### src/rtl/kwdt_pkg.sv
package kwdt_pkg;
  localparam logic [15:0] KEY_OPEN_A = 16'hC520;
  localparam logic [15:0] KEY_OPEN_B = 16'hD928;
  localparam logic [15:0] KEY_FEED_A = 16'hA602;
  localparam logic [15:0] KEY_FEED_B = 16'hB480;

  typedef enum logic [1:0] {
    KS_IDLE = 2'd0,
    KS_OPEN = 2'd1,
    KS_FEED = 2'd2
  } key_state_t;

  // tick enable chosen by the 2-bit source field
  function automatic logic pick_tick(input logic [1:0] sel, input logic lp,
                                     input logic mid, input logic ext);
    case (sel)
      2'd0:    pick_tick = 1'b1;
      2'd1:    pick_tick = lp;
      2'd2:    pick_tick = mid;
      default: pick_tick = ext;
    endcase
  endfunction

  // an early restart is a fault only when a window is programmed
  function automatic logic too_early(input logic [31:0] cnt, input logic [31:0] win);
    too_early = (win != 32'd0) && (cnt < win);
  endfunction
endpackage

### src/rtl/kwdt_keydec.sv
module kwdt_keydec
  import kwdt_pkg::*;
(
  input  logic        clk,
  input  logic        rst_n,
  input  logic        any_wr,
  input  logic        key_wr,
  input  logic [15:0] key,
  output logic        open_evt,
  output logic        feed_evt
);
  key_state_t st_q, st_d;

  always_comb begin
    st_d     = st_q;
    open_evt = 1'b0;
    feed_evt = 1'b0;
    if (any_wr) begin
      if (!key_wr) begin
        st_d = KS_IDLE;
      end else begin
        open_evt = (st_q == KS_OPEN) && (key == KEY_OPEN_B);
        feed_evt = (st_q == KS_FEED) && (key == KEY_FEED_B);
        if (open_evt || feed_evt)    st_d = KS_IDLE;
        else if (key == KEY_OPEN_A)  st_d = KS_OPEN;
        else if (key == KEY_FEED_A)  st_d = KS_FEED;
        else                         st_d = KS_IDLE;
      end
    end
  end

  always_ff @(posedge clk or negedge rst_n)
    if (!rst_n) st_q <= KS_IDLE;
    else        st_q <= st_d;

  assert_one_event_R3: assert property (@(posedge clk) disable iff (!rst_n)
    !(open_evt && feed_evt));
  assert_pair_needs_first_R3: assert property (@(posedge clk) disable iff (!rst_n)
    (any_wr && !key_wr) |=> !open_evt && !feed_evt);
endmodule

### src/rtl/kwdt_counter.sv
module kwdt_counter
  import kwdt_pkg::*;
#(
  parameter int CNT_W = 32
) (
  input  logic             clk,
  input  logic             rst_n,
  input  logic             en,
  input  logic             tick,
  input  logic [CNT_W-1:0] limit,
  input  logic [CNT_W-1:0] window,
  input  logic             feed,
  output logic [CNT_W-1:0] count,
  output logic             trip,
  output logic             rst_req
);
  logic [CNT_W-1:0] count_q;
  logic             fired_q, rst_q;
  logic             expire, viol, restart;

  assign viol    = feed && too_early(count_q, window);
  assign restart = feed && !viol;
  assign expire  = en && (count_q == limit) && !fired_q;
  assign trip    = expire || viol;
  assign count   = count_q;
  assign rst_req = rst_q;

  always_ff @(posedge clk or negedge rst_n) begin
    if (!rst_n) begin
      count_q <= '0;
      fired_q <= 1'b0;
      rst_q   <= 1'b0;
    end else begin
      rst_q <= trip;
      if (restart) begin
        count_q <= '0;
        fired_q <= 1'b0;
      end else begin
        if (expire) fired_q <= 1'b1;
        if (en && tick && count_q != limit) count_q <= count_q + 1'b1;
      end
    end
  end

  assert_count_step_R6: assert property (@(posedge clk) disable iff (!rst_n)
    (en && tick && count_q != limit && !feed) |=> count_q == $past(count_q) + 1'b1);
  assert_hold_disabled_R6: assert property (@(posedge clk) disable iff (!rst_n)
    (!en && !feed) |=> $stable(count_q));
  assert_hold_at_limit_R8: assert property (@(posedge clk) disable iff (!rst_n)
    (count_q == limit && !feed) |=> $stable(count_q));
  assert_early_feed_resets_R11: assert property (@(posedge clk) disable iff (!rst_n)
    viol |=> rst_req && count_q != '0);
  assert_feed_restarts_R9: assert property (@(posedge clk) disable iff (!rst_n)
    restart |=> count_q == '0);
endmodule

### src/rtl/keyed_wdt.sv
module keyed_wdt
  import kwdt_pkg::*;
#(
  parameter int          DATA_W        = 32,
  parameter int          ADDR_W        = 4,
  parameter int          UNLOCK_CYCLES = 256,
  parameter logic [31:0] DEF_LIMIT     = 32'd1000
) (
  input  logic              clk,
  input  logic              rst_n,
  input  logic              bus_sel,
  input  logic              bus_wr,
  input  logic [ADDR_W-1:0] bus_addr,
  input  logic [DATA_W-1:0] bus_wdata,
  output logic [DATA_W-1:0] bus_rdata,
  input  logic              tick_lp,
  input  logic              tick_mid,
  input  logic              tick_ext,
  output logic              rst_req
);
  localparam int UT_W = (UNLOCK_CYCLES > 2) ? $clog2(UNLOCK_CYCLES) : 1;
  localparam logic [UT_W-1:0] UT_LOAD = UT_W'(UNLOCK_CYCLES - 1);

  logic              en_q, upd_q, flag_q, unlocked_q;
  logic [1:0]        sel_q;
  logic [DATA_W-1:0] limit_q, window_q, count;
  logic [UT_W-1:0]   ut_q;
  logic              wr, wr_a, wr_b, wr_lim, wr_win, wr_key;
  logic              open_evt, feed_evt, open_ok, trip, tick;

  assign wr     = bus_sel && bus_wr;
  assign wr_a   = wr && bus_addr == ADDR_W'(0);
  assign wr_b   = wr && bus_addr == ADDR_W'(1);
  assign wr_key = wr && bus_addr == ADDR_W'(4);
  assign wr_lim = wr && bus_addr == ADDR_W'(8);
  assign wr_win = wr && bus_addr == ADDR_W'(12);
  assign open_ok = open_evt && upd_q;
  assign tick    = pick_tick(sel_q, tick_lp, tick_mid, tick_ext);

  kwdt_keydec u_keys (
    .clk      (clk),
    .rst_n    (rst_n),
    .any_wr   (wr),
    .key_wr   (wr_key),
    .key      (bus_wdata[15:0]),
    .open_evt (open_evt),
    .feed_evt (feed_evt)
  );

  kwdt_counter #(.CNT_W(DATA_W)) u_cnt (
    .clk     (clk),
    .rst_n   (rst_n),
    .en      (en_q),
    .tick    (tick),
    .limit   (limit_q),
    .window  (window_q),
    .feed    (feed_evt),
    .count   (count),
    .trip    (trip),
    .rst_req (rst_req)
  );

  always_ff @(posedge clk or negedge rst_n) begin
    if (!rst_n) begin
      unlocked_q <= 1'b0;
      ut_q       <= '0;
      en_q       <= 1'b0;
      upd_q      <= 1'b1;
      sel_q      <= 2'd0;
      limit_q    <= DATA_W'(DEF_LIMIT);
      window_q   <= '0;
    end else begin
      if (unlocked_q) begin
        if (wr_lim) limit_q  <= bus_wdata;
        if (wr_win) window_q <= bus_wdata;
        if (wr_b)   sel_q    <= bus_wdata[1:0];
        if (wr_a) begin
          en_q  <= bus_wdata[7];
          upd_q <= bus_wdata[5];
        end
      end
      if (open_ok) begin
        unlocked_q <= 1'b1;
        ut_q       <= UT_LOAD;
      end else if (unlocked_q && (wr_a || ut_q == '0)) begin
        unlocked_q <= 1'b0;
      end else if (unlocked_q) begin
        ut_q <= ut_q - 1'b1;
      end
    end
  end

  always_ff @(posedge clk or negedge rst_n)
    if (!rst_n)                     flag_q <= 1'b0;
    else if (trip)                  flag_q <= 1'b1;
    else if (wr_b && bus_wdata[6])  flag_q <= 1'b0;

  always_comb begin
    case (bus_addr)
      ADDR_W'(0):  bus_rdata = DATA_W'({en_q, 1'b0, upd_q, 5'b0});
      ADDR_W'(1):  bus_rdata = DATA_W'({1'b0, flag_q, 4'b0, sel_q});
      ADDR_W'(4):  bus_rdata = count;
      ADDR_W'(8):  bus_rdata = limit_q;
      ADDR_W'(12): bus_rdata = window_q;
      default:     bus_rdata = '0;
    endcase
  end

  assert_locked_limit_R2: assert property (@(posedge clk) disable iff (!rst_n)
    !unlocked_q |=> $stable(limit_q) && $stable(window_q));
  assert_close_on_ctrl_R4: assert property (@(posedge clk) disable iff (!rst_n)
    (unlocked_q && wr_a) |=> !unlocked_q);
  assert_sticky_lock_R5: assert property (@(posedge clk) disable iff (!rst_n)
    !upd_q |=> !unlocked_q);
  assert_flag_on_trip_R8: assert property (@(posedge clk) disable iff (!rst_n)
    trip |=> flag_q);
  assert_flag_clear_R10: assert property (@(posedge clk) disable iff (!rst_n)
    (wr_b && bus_wdata[6] && !trip) |=> !flag_q);
endmodule

### config.mk
export PLATFORM = sky130hd
export DESIGN_NAME = keyed_wdt
export DESIGN_NICKNAME = d
export VERILOG_FILES = /design/src/rtl/kwdt_pkg.sv /design/src/rtl/kwdt_keydec.sv /design/src/rtl/kwdt_counter.sv /design/src/rtl/keyed_wdt.sv
export SDC_FILE = /design/constraint.sdc
export NUM_CORES = 1
export LEC_CHECK = 0
export BUFFER_PORTS_ARGS = -buffer_cell sky130_fd_sc_hd__buf_2
export CELL_PAD_IN_SITES_DETAIL_PLACEMENT = 0
export CELL_PAD_IN_SITES_GLOBAL_PLACEMENT = 1
export CORE_UTILIZATION = 43
export CTS_CLUSTER_SIZE = 16
export DETAILED_ROUTE_END_ITERATION = 8
export PLACE_DENSITY_LB_ADDON = 0.1
export SYNTH_ARGS = -nofsm -noshare
export SYNTH_HDL_FRONTEND = slang
export SYNTH_HIERARCHICAL = 1
export SYNTH_SLANG_ARGS = --single-unit
### constraint.sdc
create_clock -name clk -period 2.3 [get_ports clk]
set_input_delay 0.345 -clock clk [delete_from_list [all_inputs] [get_ports clk]]
set_output_delay 0.345 -clock clk [all_outputs]
set_load 0.005 [all_outputs]
==> results of run 1 <==
layout make-up:
cell class | count | area (um^2) | share of cell area
multi-input cells | 523 | 4307 | 0.4508
clock inverters | 8 | 172.7 | 0.01807
well taps | 220 | 275.3 | 0.02881
repair buffers | 182 | 1277 | 0.1337
clock buffers | 24 | 491.7 | 0.05147
flip-flops and latches | 114 | 2861 | 0.2995
inverters | 45 | 168.9 | 0.01768
placed cells by master (no fill, tap or decap), types with 10 or more instances in the layout:
| master | instances |
|---|---|
| buf_4 | 96 |
| clkbuf_16 | 17 |
| dfrtp_1 | 107 |
| a211oi_1 | 10 |
| xnor2_1 | 43 |
| nand3_1 | 23 |
| nand4_1 | 23 |
| nor2_1 | 36 |
| mux2_2 | 89 |
| nand2_1 | 31 |
| a22oi_1 | 44 |
| a21oi_1 | 31 |
| buf_2 | 74 |
| o31ai_1 | 10 |
| nor4_1 | 10 |
| ha_1 | 34 |
| o21ai_0 | 12 |
| inv_1 | 45 |
| or4_1 | 10 |
how the worst max path moves through the flow:
stage | from | endpoint | slack [ps] | cells after the start
after floorplan | bus_addr[3] | u_cnt/count[12] | -70 | 9
after global placement | bus_addr[0] | flag_q | -110 | 11
after detailed placement | bus_addr[0] | flag_q | -140 | 11
after CTS | window_q[10] | u_cnt/count[12] | -6 | 9
after global routing | window_q[10] | u_cnt/count[30] | -120 | 9
final | window_q[10] | u_cnt/count[5] | -30 | 10
Yosys cell counts (2+ instances only):
cell / count
mux2i_1: 5
o21ai_1: 2
nor3_1: 4
nand3b_1: 3
buf_6: 4
nor3b_1: 2
or3_1: 6
dfrtp_1: 107
and4_1: 5
a211oi_1: 12
nand2_1: 31
buf_1: 4
nor4_2: 3
mux2_2: 89
mux2_1: 6
nor4b_1: 4
and3_1: 9
nor4_4: 2
ha_1: 34
or4_1: 10
buf_2: 10
nor2_1: 37
or4b_1: 2
nand4_1: 23
clkbuf_1: 11
dfstp_2: 7
a21o_1: 3
o31ai_1: 10
nand3_1: 23
a22oi_1: 44
buf_4: 8
nor4_1: 10
mux4_2: 2
xnor2_1: 49
a21oi_1: 38
and2_1: 6
o21ai_0: 13
inv_1: 45
o32ai_1: 4
nor2b_1: 6
through the flow:
step / hold slack [ps] / util / setup slack [ps] / cells / cell area [um^2]
3_5_place_dp: 238.5 / 0.5198 / -141.3 / 1077 / 8681
6_report: 160.0 / 0.5721 / -29.97 / 1116 / 9554
5_1_grt: 161.4 / 0.5721 / -124.4 / 1116 / 9554
4_1_cts: 144.2 / 0.5678 / -5.708 / 1115 / 9483
3_3_place_gp: 233.4 / 0.5198 / -107.0 / 1077 / 8681
2_1_floorplan: 49.41 / - / -67.52 / 719 / 7405
layer usage:
layer / global-route usage / vias to the layer above
li1: - / 2998
met1: 0.3886 / 3240
met2: 0.4220 / 188
met3: 0.05061 / 34
met4: 0.1067 / 0
met5: 0 / -
report_power, final:
part,total (mW),switching [mW],internal [mW]
sequential,2.01,0.00179,2.01
clock,2.98,0.938,2.04
combinational,0.226,0.149,0.0771
state kept, by name, indices dropped and copies added, names as in the netlist:
register       flops
flag_q             1
ut_q               8
u_cnt/count       32
unlocked_q         1
sel_q              2
u_cnt/rst_req      1
upd_q              1
limit_q           32
u_keys/st_q        2
en_q               1
window_q          32
u_cnt/fired_q      1
kinds of logic after synthesis:
group	after synthesis	synth area share
and+or+nand+nor	197	0.1581
adders and majority gates	34	0.05755
DFF	114	0.3871
xor gates and xnor gates	49	0.05806
muxes	102	0.1576
buffers and inverters	82	0.05146
AOI/OAI and AO/OA	141	0.1302
critical path: cells and delay by family, from the launching register on:
kind / cells / cell delay, ps
compound gates: 5 / 1100
simple gates: 1 / 160
flops: 1 / 360
buf+inv: 3 / 340
fa+ha+maj: 1 / 300
timing repair:
| action | in CTS | in global routing |
|---|---|---|
| hold buffers | 1 | 0 |
| buffers inserted | 6 | 1 |
| resized for setup | 19 | 9 |
| pin swaps | 8 | 6 |
| setup endpoints to repair | 34 | 35 |
| hold endpoints to repair | 13 | 0 |
==> impl_metrics.py, run 1 <==
metrics = {
    "floorplanning": {
        "coreArea_um2": 16700,
        "start_util": 0.4426,
        "fp.dieH_um": 133.1,
        "ios": 76,
        "rows": 47,
        "die_w_um": 133.1,
        "dieArea_um2": 17720,
    },
    "global_route": {
        "grt.overflow.total": 0,
        "grt_max_degree": 57,
        "antenna_found_initial": 0,
        "grt_pass1_wl_um": 36860,
        "grt.total_usage": 0.2761,
        "first_global_vias": 6476,
    },
    "yosys": {
        "synth_warnings": 6,
        "yosys.area.top_type": "dfrtp_1",
        "synthCells": 719,
        "synth_top_flop_cell": "dfrtp_1",
        "ys_seq_area_frac": 0.3871,
        "netlist_area_um2": 7392,
        "async_flop_share": 1.000,
        "synth_nets": 796,
        "synth-edff-count": 0,
        "ys_seq_elements": 114,
        "yosysTopAreaCellShare": 0.3622,
        "syn_area_per_cell_um2": 10.28,
        "synth_cell_types": 66,
        "yosys-top-cells-area": "dfrtp_1 (36%), mux2_2 (14%), xnor2_1 (5.8%)",
    },
    "drt": {
        "wl_met2_um": 10670,
        "dr_wl_met3_um": 1193,
        "wl_per_cell_um": 20.83,
        "dr_total_vias": 6460,
        "vias_per_cell": 5.789,
        "antenna_left": 0,
        "m1WireLength_um": 10800,
        "drc_errors": 0,
        "routed.top_layer": "met4",
        "drt_iter0_drc": 441,
        "drt_first_pass_iters": 5,
        "wirelength_um": 23240,
    },
    "worst_setup_path": {
        "rr_worst_depth": 10,
        "cpPeakStageDelay_ps": 380,
        "crit_chain": "inv_1 > ha_1 > and2_1 > o311a_1 > a211oi_2 > o21ai_1 > a221o_1 > buf_6 > buf_6 > a21oi_4",
        "cp.required_ps": 2650,
        "reg2reg_from": "window_q[10]",
        "r2r-end": "u_cnt/count[5]",
        "critPathArrivalTime_ps": 2680,
        "crit_path_start_kind": "flop",
        "worst-setup-path-type": "reg2reg",
        "cpMostUsedCell": "buf_6",
        "end_kind": "flop",
        "cp_max_fo": 5,
        "cpMaxStageDelayCell": "a221o_1",
        "worst-r2r-setup-slack_ps": -30,
    },
    "pwr": {
        "p_leak_nw": 4.397,
        "power.total_mw": 5.214,
        "ir_worst_vdd_mv": 0.5318,
        "p_per_area_nw_per_um2": 545.8,
    },
    "final_layout": {
        "area_growth_pct": 29.25,
        "layout-drive-gt1-share": 0.3806,
        "layout.nets": 960,
        "fillers": 1499,
        "antenna_cells": 0,
    },
    "clocking": {
        "htreeDepth": 4,
        "clockBufferDepth": 2,
        "clk_latency_ps": 420,
        "clkSinkCount": 114,
        "cts-buffers-inserted": 17,
        "cts_tree": "done",
        "clk_pin_slew_worst_paths_ps": 60,
        "cts_root_buf": "clkbuf_16",
    },
    "timing": {
        "slew_viol_final": 0,
        "relSlewSlack": 0.5667,
        "fin_worst_skew_ps": 9.195,
        "setup_violations": 7,
        "max_freq_ghz": 0.4292,
        "tightest_slew_ps": 648.6,
        "rsz0062_at_grt": "yes",
        "layout_setup_ws_ps": -29.97,
        "finalHoldViolations": 0,
        "period_share": 1.013,
        "period_needed_ps": 2330,
        "tns_ps": -70.89,
    },
    "status": {
        "violations": "negative setup slack",
        "outcome": "complete, but fails checks",
    },
    "min_path": {
        "hold_start": "bus_wdata[24]",
        "hold_depth": 2,
        "min_to": "limit_q[24]",
        "hp-class": "in2reg",
    },
    "placed_design": {
        "port_buffers": 75,
        "dpl.hpwl_um": 17500,
        "place_congestion": 0.8792,
    },
    "run": {
        "max_cap_violations": 0,
    },
}
(Power assumes the default switching activity.)
==> inputs of run 2 (changes only) <==
--- a/config.mk
+++ b/config.mk
@@ -8,7 +8,9 @@
 export BUFFER_PORTS_ARGS = -buffer_cell sky130_fd_sc_hd__buf_2
 export CELL_PAD_IN_SITES_DETAIL_PLACEMENT = 0
 export CELL_PAD_IN_SITES_GLOBAL_PLACEMENT = 1
-export CORE_UTILIZATION = 43
+export CORE_UTILIZATION = 44
+export CTS_BUF_LIST = sky130_fd_sc_hd__clkbuf_8
+export CTS_CLUSTER_DIAMETER = 80
 export CTS_CLUSTER_SIZE = 16
 export DETAILED_ROUTE_END_ITERATION = 8
 export PLACE_DENSITY_LB_ADDON = 0.1
==> run 2 against run 1 <==
  * The flow still finishes with violations (negative setup slack)
  * Worst hold slack worse by 20 ps
  * Critical path depth is 1 lower
  * First-iteration DRC count is 18% lower
  * Worst setup slack worse by 49 ps
  * Clock skew is 3.6 ps higher
  * Register-to-register slack worse by 50 ps
  * Global-route usage is 0.68 points lower
  * Wire length is 3.7% lower
  * Largest cell class unchanged
  * Core utilization is 1.2 points lower
  * Cell area is 3.4% lower
  * Largest power group unchanged
==> impl_metrics.py, run 2 (same netlist as run 1, synthesis figures left out) <==
metrics = {
    "drt": {
        "wl_per_cell_um": 20.31,
        "drc_errors": 0,
        "dr_total_vias": 6328,
        "wirelength_um": 22380,
        "drt_first_pass_iters": 5,
        "antenna_left": 0,
        "drt_iter0_drc": 360,
        "vias_per_cell": 5.742,
    },
    "clocking": {
        "cts-buffers-inserted": 17,
        "clk_pin_slew_worst_paths_ps": 70,
        "cts_tree": "done",
        "clkSinkCount": 114,
        "cts_root_buf": "clkbuf_8",
        "htreeDepth": 4,
        "clk_latency_ps": 440,
        "clockBufferDepth": 2,
    },
    "timing": {
        "layout_setup_ws_ps": -79.42,
        "rsz0062_at_grt": "yes",
        "period_needed_ps": 2379,
        "tns_ps": -873.0,
        "period_share": 1.035,
        "relSlewSlack": 0.5243,
        "tightest_slew_ps": 712.0,
        "setup_violations": 31,
        "finalHoldViolations": 0,
        "fin_worst_skew_ps": 12.76,
        "max_freq_ghz": 0.4203,
        "slew_viol_final": 0,
    },
    "worst_setup_path": {
        "crit_path_start_kind": "flop",
        "cp_max_fo": 21,
        "cp.required_ps": 2680,
        "crit_cells": 9,
        "rr_worst_depth": 9,
        "cpPeakStageDelay_ps": 410,
        "critPathArrivalTime_ps": 2760,
        "crit_chain": "ha_1 > and3_1 > o311a_1 > a211oi_2 > o21ai_1 > a221o_1 > buf_12 > o22ai_4 > a21o_1",
        "cpMaxStageDelayCell": "a221o_1",
        "end_kind": "flop",
        "cp_num_buf_inv": 1,
        "worst-setup-path-type": "reg2reg",
        "crit_family": "compound AO/OA/AOI/OAI gates",
    },
    "global_route": {
        "antenna_found_initial": 0,
        "first_global_vias": 6396,
        "grt.overflow.total": 0,
        "grt_pass1_wl_um": 35950,
        "grt.total_usage": 0.2693,
        "grt_max_degree": 43,
    },
    "min_path": {
        "hold_depth": 2,
        "hp-class": "in2reg",
    },
    "status": {
        "violations": "negative setup slack",
        "outcome": "complete, but fails checks",
    },
    "final_layout": {
        "layout.nets": 946,
        "multi_input_area_um2": 4228,
        "final_cells": 1102,
        "seqCellArea_um2": 2861,
        "mostFrequentLayoutCells": "dfrtp_1 (107), mux2_2 (89), buf_4 (82), buf_2 (75), xnor2_1 (49)",
        "layout-drive-gt1-share": 0.3639,
        "antenna_cells": 0,
        "layout_commonest_cell": "dfrtp_1",
        "area_growth_pct": 24.81,
        "fillers": 1513,
    },
    "placed_design": {
        "dpl.hpwl_um": 16660,
        "port_buffers": 75,
        "place_congestion": 0.8556,
        "place_inst": 1065,
    },
    "floorplanning": {
        "die_w_um": 131.6,
        "fp.dieH_um": 131.6,
        "dieArea_um2": 17320,
        "ios": 76,
        "coreArea_um2": 16470,
        "start_util": 0.4489,
        "rows": 47,
    },
    "pwr": {
        "ir_worst_vdd_mv": 0.3976,
        "p_per_area_nw_per_um2": 503.8,
        "p_leak_nw": 4.249,
    },
    "run": {
        "max_cap_violations": 0,
    },
}
==> run 2: cell count changes in the layout (fill, tap and decap cells not counted), moves of 6 or more <==
cell | previous run | this run
clkbuf_16 | 17 | 0
clkbuf_8 | 4 | 19
buf_4 | 96 | 82
a21oi_1 | 31 | 37
xnor2_1 | 43 | 49
==> run 2: layer usage <==
layer  routed length [um]  share of wire  track usage
met2                10410           0.47       0.4233
met3                  985          0.044      0.04514
met4                  325          0.015      0.07041
met5                    0              0            0
met1                10660           0.48       0.3824
==> run 2: final cells by class <==
| class | count | share of cell area |
|---|---|---|
| multi-input cells | 523 | 0.4582 |
| flip-flops and latches | 114 | 0.3101 |
| clock inverters | 13 | 0.02590 |
| well taps | 220 | 0.02983 |
| clock buffers | 19 | 0.02834 |
| repair buffers | 168 | 0.1292 |
| inverters | 45 | 0.01831 |
==> run 2: worst register-to-register path: cells and delay by family (launching register included) <==
family / cells / cell delay, ps
compound gates: 6 / 1290
flops: 1 / 390
fa+ha+maj: 1 / 300
buf+inv: 1 / 200
simple gates: 1 / 150
==> run 2: worst paths after layout <==
kind,from,end,slack (ps)
worst max-delay path,u_cnt/count[9],flag_q,-80
worst min register to register,flag_q,flag_q,500
worst max register to register,u_cnt/count[9],flag_q,-80
min in group asynchronous,rst_n,limit_q[11],420
worst min-delay path,bus_wdata[24],limit_q[24],140
max in group asynchronous,rst_n,sel_q[0],1230
==> run 2: per-stage QoR <==
stage	cell area, um^2	utilization	hold slack (ps)	setup WS [ps]	power [mW]
3_5_place_dp	8611	0.5229	356.1	-181.2	2.272
3_3_place_gp	8611	0.5229	346.0	-127.5	2.265
2_1_floorplan	7405	-	49.41	-67.52	2.114
6_report	9226	0.5603	140.5	-79.42	4.649
5_1_grt	9226	0.5603	119.7	-197.7	4.813
4_1_cts	9160	0.5563	107.6	-36.40	4.701
==> run 2: where the power goes <==
group / switching [mW] / total [mW] / internal, mW
registers: 0.00214 / 2.01 / 2.01
logic: 0.145 / 0.223 / 0.0780
clock network: 0.864 / 2.42 / 1.55
==> run 2: repair_timing <==
item | CTS | global route
gates resized for setup | 9 | 6
hold endpoints to repair | 25 | 0
buffers inserted | 0 | 3
cloned | 0 | 1
pin swaps | 1 | 2
endpoints found under the setup margin | 35 | 35
hold buffers | 1 | 0
==> inputs of run 3 (changes only) <==
==> constraint.sdc (replaced) <==
create_clock -name clk -period 2 [get_ports clk]
set_input_delay 0.3 -clock clk [delete_from_list [all_inputs] [get_ports clk]]
set_output_delay 0.3 -clock clk [all_outputs]
set_load 0.005 [all_outputs]
==> run 3 against run 2 <==
  * The run still ends with negative setup slack left
  * Wire length grew 4.4%
  * Critical path type unchanged
  * Sequential power grew 15%
  * Flip-flop and latch count stayed put
==> impl_metrics.py, run 3 (same netlist as run 1, synthesis figures left out) <==
metrics = {
    "timing": {
        "period_needed_ps": 2422,
        "slew_viol_final": 0,
        "period_share": 1.211,
        "rsz0062_at_grt": "yes",
        "relSlewSlack": 0.5461,
        "fin_worst_skew_ps": 10.28,
        "layout_setup_ws_ps": -422.0,
        "tightest_slew_ps": 679.3,
        "max_freq_ghz": 0.4129,
        "finalHoldViolations": 0,
        "hold_slack_ps": 95.70,
        "setup_violations": 37,
    },
    "global_route": {
        "antenna_found_initial": 0,
        "grt.total_usage": 0.2771,
        "grt_max_degree": 115,
        "grt_pass1_wl_um": 37030,
        "grt.overflow.total": 0,
        "first_global_vias": 6752,
    },
    "drt": {
        "dr_total_vias": 6637,
        "vias_per_cell": 5.678,
        "drt_first_pass_iters": 5,
        "antenna_left": 0,
        "drt_iter0_drc": 544,
        "wl_per_cell_um": 19.98,
        "wirelength_um": 23360,
        "drc_errors": 0,
    },
    "min_path": {
        "hp-class": "in2reg",
    },
    "clocking": {
        "htreeDepth": 4,
        "cts_tree": "done",
        "clkSinkCount": 114,
        "clk_latency_ps": 440,
        "cts-buffers-inserted": 17,
        "cts_root_buf": "clkbuf_8",
        "clk_pin_slew_worst_paths_ps": 70,
        "clockBufferDepth": 2,
    },
    "final_layout": {
        "antenna_cells": 0,
        "final_cells": 1169,
        "layout.nets": 1013,
        "mostFrequentLayoutCells": "buf_4 (134), dfrtp_1 (103), mux2_2 (84), buf_2 (72), xnor2_1 (49)",
        "layout-drive-gt1-share": 0.4331,
        "area_growth_pct": 33.92,
        "fin_area_um2": 9899,
        "fillers": 1436,
        "layout_commonest_cell": "buf_4",
    },
    "placed_design": {
        "place_area_um2": 9156,
        "port_buffers": 75,
        "place_congestion": 0.8582,
        "place_inst": 1132,
        "dpl.hpwl_um": 17310,
    },
    "worst_setup_path": {
        "cpMaxStageDelayCell": "a221o_1",
        "critPathArrivalTime_ps": 2770,
        "r2r-end": "u_cnt/count[11]",
        "end_kind": "flop",
        "cp_max_fo": 25,
        "worst-setup-path-type": "reg2reg",
        "crit_chain": "inv_1 > ha_1 > and2_4 > o311a_1 > a211oi_2 > o21ai_2 > a221o_1 > buf_12 > a22oi_1",
        "reg2reg_from": "window_q[10]",
        "setup.worst_path.end": "u_cnt/count[11]",
        "crit_start": "window_q[10]",
        "worst-r2r-setup-slack_ps": -420,
        "cp.required_ps": 2350,
        "rr_worst_depth": 9,
        "cpPeakStageDelay_ps": 450,
        "crit_path_start_kind": "flop",
    },
    "run": {
        "max_cap_violations": 0,
    },
    "floorplanning": {
        "rows": 47,
        "coreArea_um2": 16470,
        "dieArea_um2": 17320,
        "die_w_um": 131.6,
        "fp.dieH_um": 131.6,
        "start_util": 0.4489,
        "ios": 76,
    },
    "status": {
        "outcome": "complete, but fails checks",
        "violations": "negative setup slack",
    },
    "pwr": {
        "ir_worst_vdd_mv": 0.4077,
        "p_per_area_nw_per_um2": 530.9,
        "p_leak_nw": 4.622,
    },
}
-- run 3: metrics by stage --
stage	TNS [ps]	setup WS [ps]	utilization	total power, mW
after floorplan	-8145	-275.2	-	2.431
after detailed placement	-12960	-391.0	0.5561	2.612
after global routing	-16100	-506.2	0.6012	5.419
final	-12210	-422.0	0.6012	5.256
after global placement	-10900	-309.0	0.5561	2.605
after CTS	-11880	-393.1	0.5930	5.299
-- run 3: metal layers --
layer	up-vias	share of wire	global-route usage	wire (um)
met5	-	0	0	0
met4	0	0.015	0.09367	346
met3	25	0.051	0.03974	1196
met2	182	0.48	0.4456	11210
met1	3327	0.45	0.3814	10610
li1	3103	-	-	-
-- run 3: worst min path at each step --
stage	from	to	slack [ps]	cells past startpoint
after global placement	rst_n	limit_q[17]	440	2
after floorplan	rst_n	en_q	4	0
after global routing	bus_wdata[23]	limit_q[23]	90	2
final	bus_wdata[23]	limit_q[23]	100	2
after detailed placement	rst_n	limit_q[17]	450	2
after CTS	bus_wdata[23]	limit_q[23]	80	2
-- run 3: final cells by class --
| cell class | count | area (um^2) | area share |
|---|---|---|---|
| clock buffer | 20 | 275.3 | 0.02781 |
| timing repair buffer | 235 | 1788 | 0.1806 |
| sequential | 114 | 2867 | 0.2896 |
| tap | 220 | 275.3 | 0.02781 |
| multi-input combinational | 523 | 4317 | 0.4360 |
| clock inverter | 12 | 209.0 | 0.02111 |
| inverter | 45 | 168.9 | 0.01706 |
-- run 3: where the power goes --
part           leakage [nW]  internal (mW)  switching, mW
clock                 0.253           1.69          0.985
sequential             1.55           2.31        0.00262
combinational          2.82         0.0913          0.173
-- run 3: what timing repair did --
action / CTS / global route
hold buffers: 1 / 0
gates cloned: 1 / 0
pin swaps: 5 / 12
setup buffers: 2 / 6
resized for setup: 23 / 30
hold endpoints to repair: 101 / 0
endpoints found under the setup margin: 43 / 49
-- run 3: worst max-delay path: cells and delay by family, from the launching register on --
family / cells / cell delay (ps)
compound gates: 5 / 1270
buf+inv: 2 / 250
flops: 1 / 350
fa+ha+maj: 1 / 310
simple gates: 1 / 140
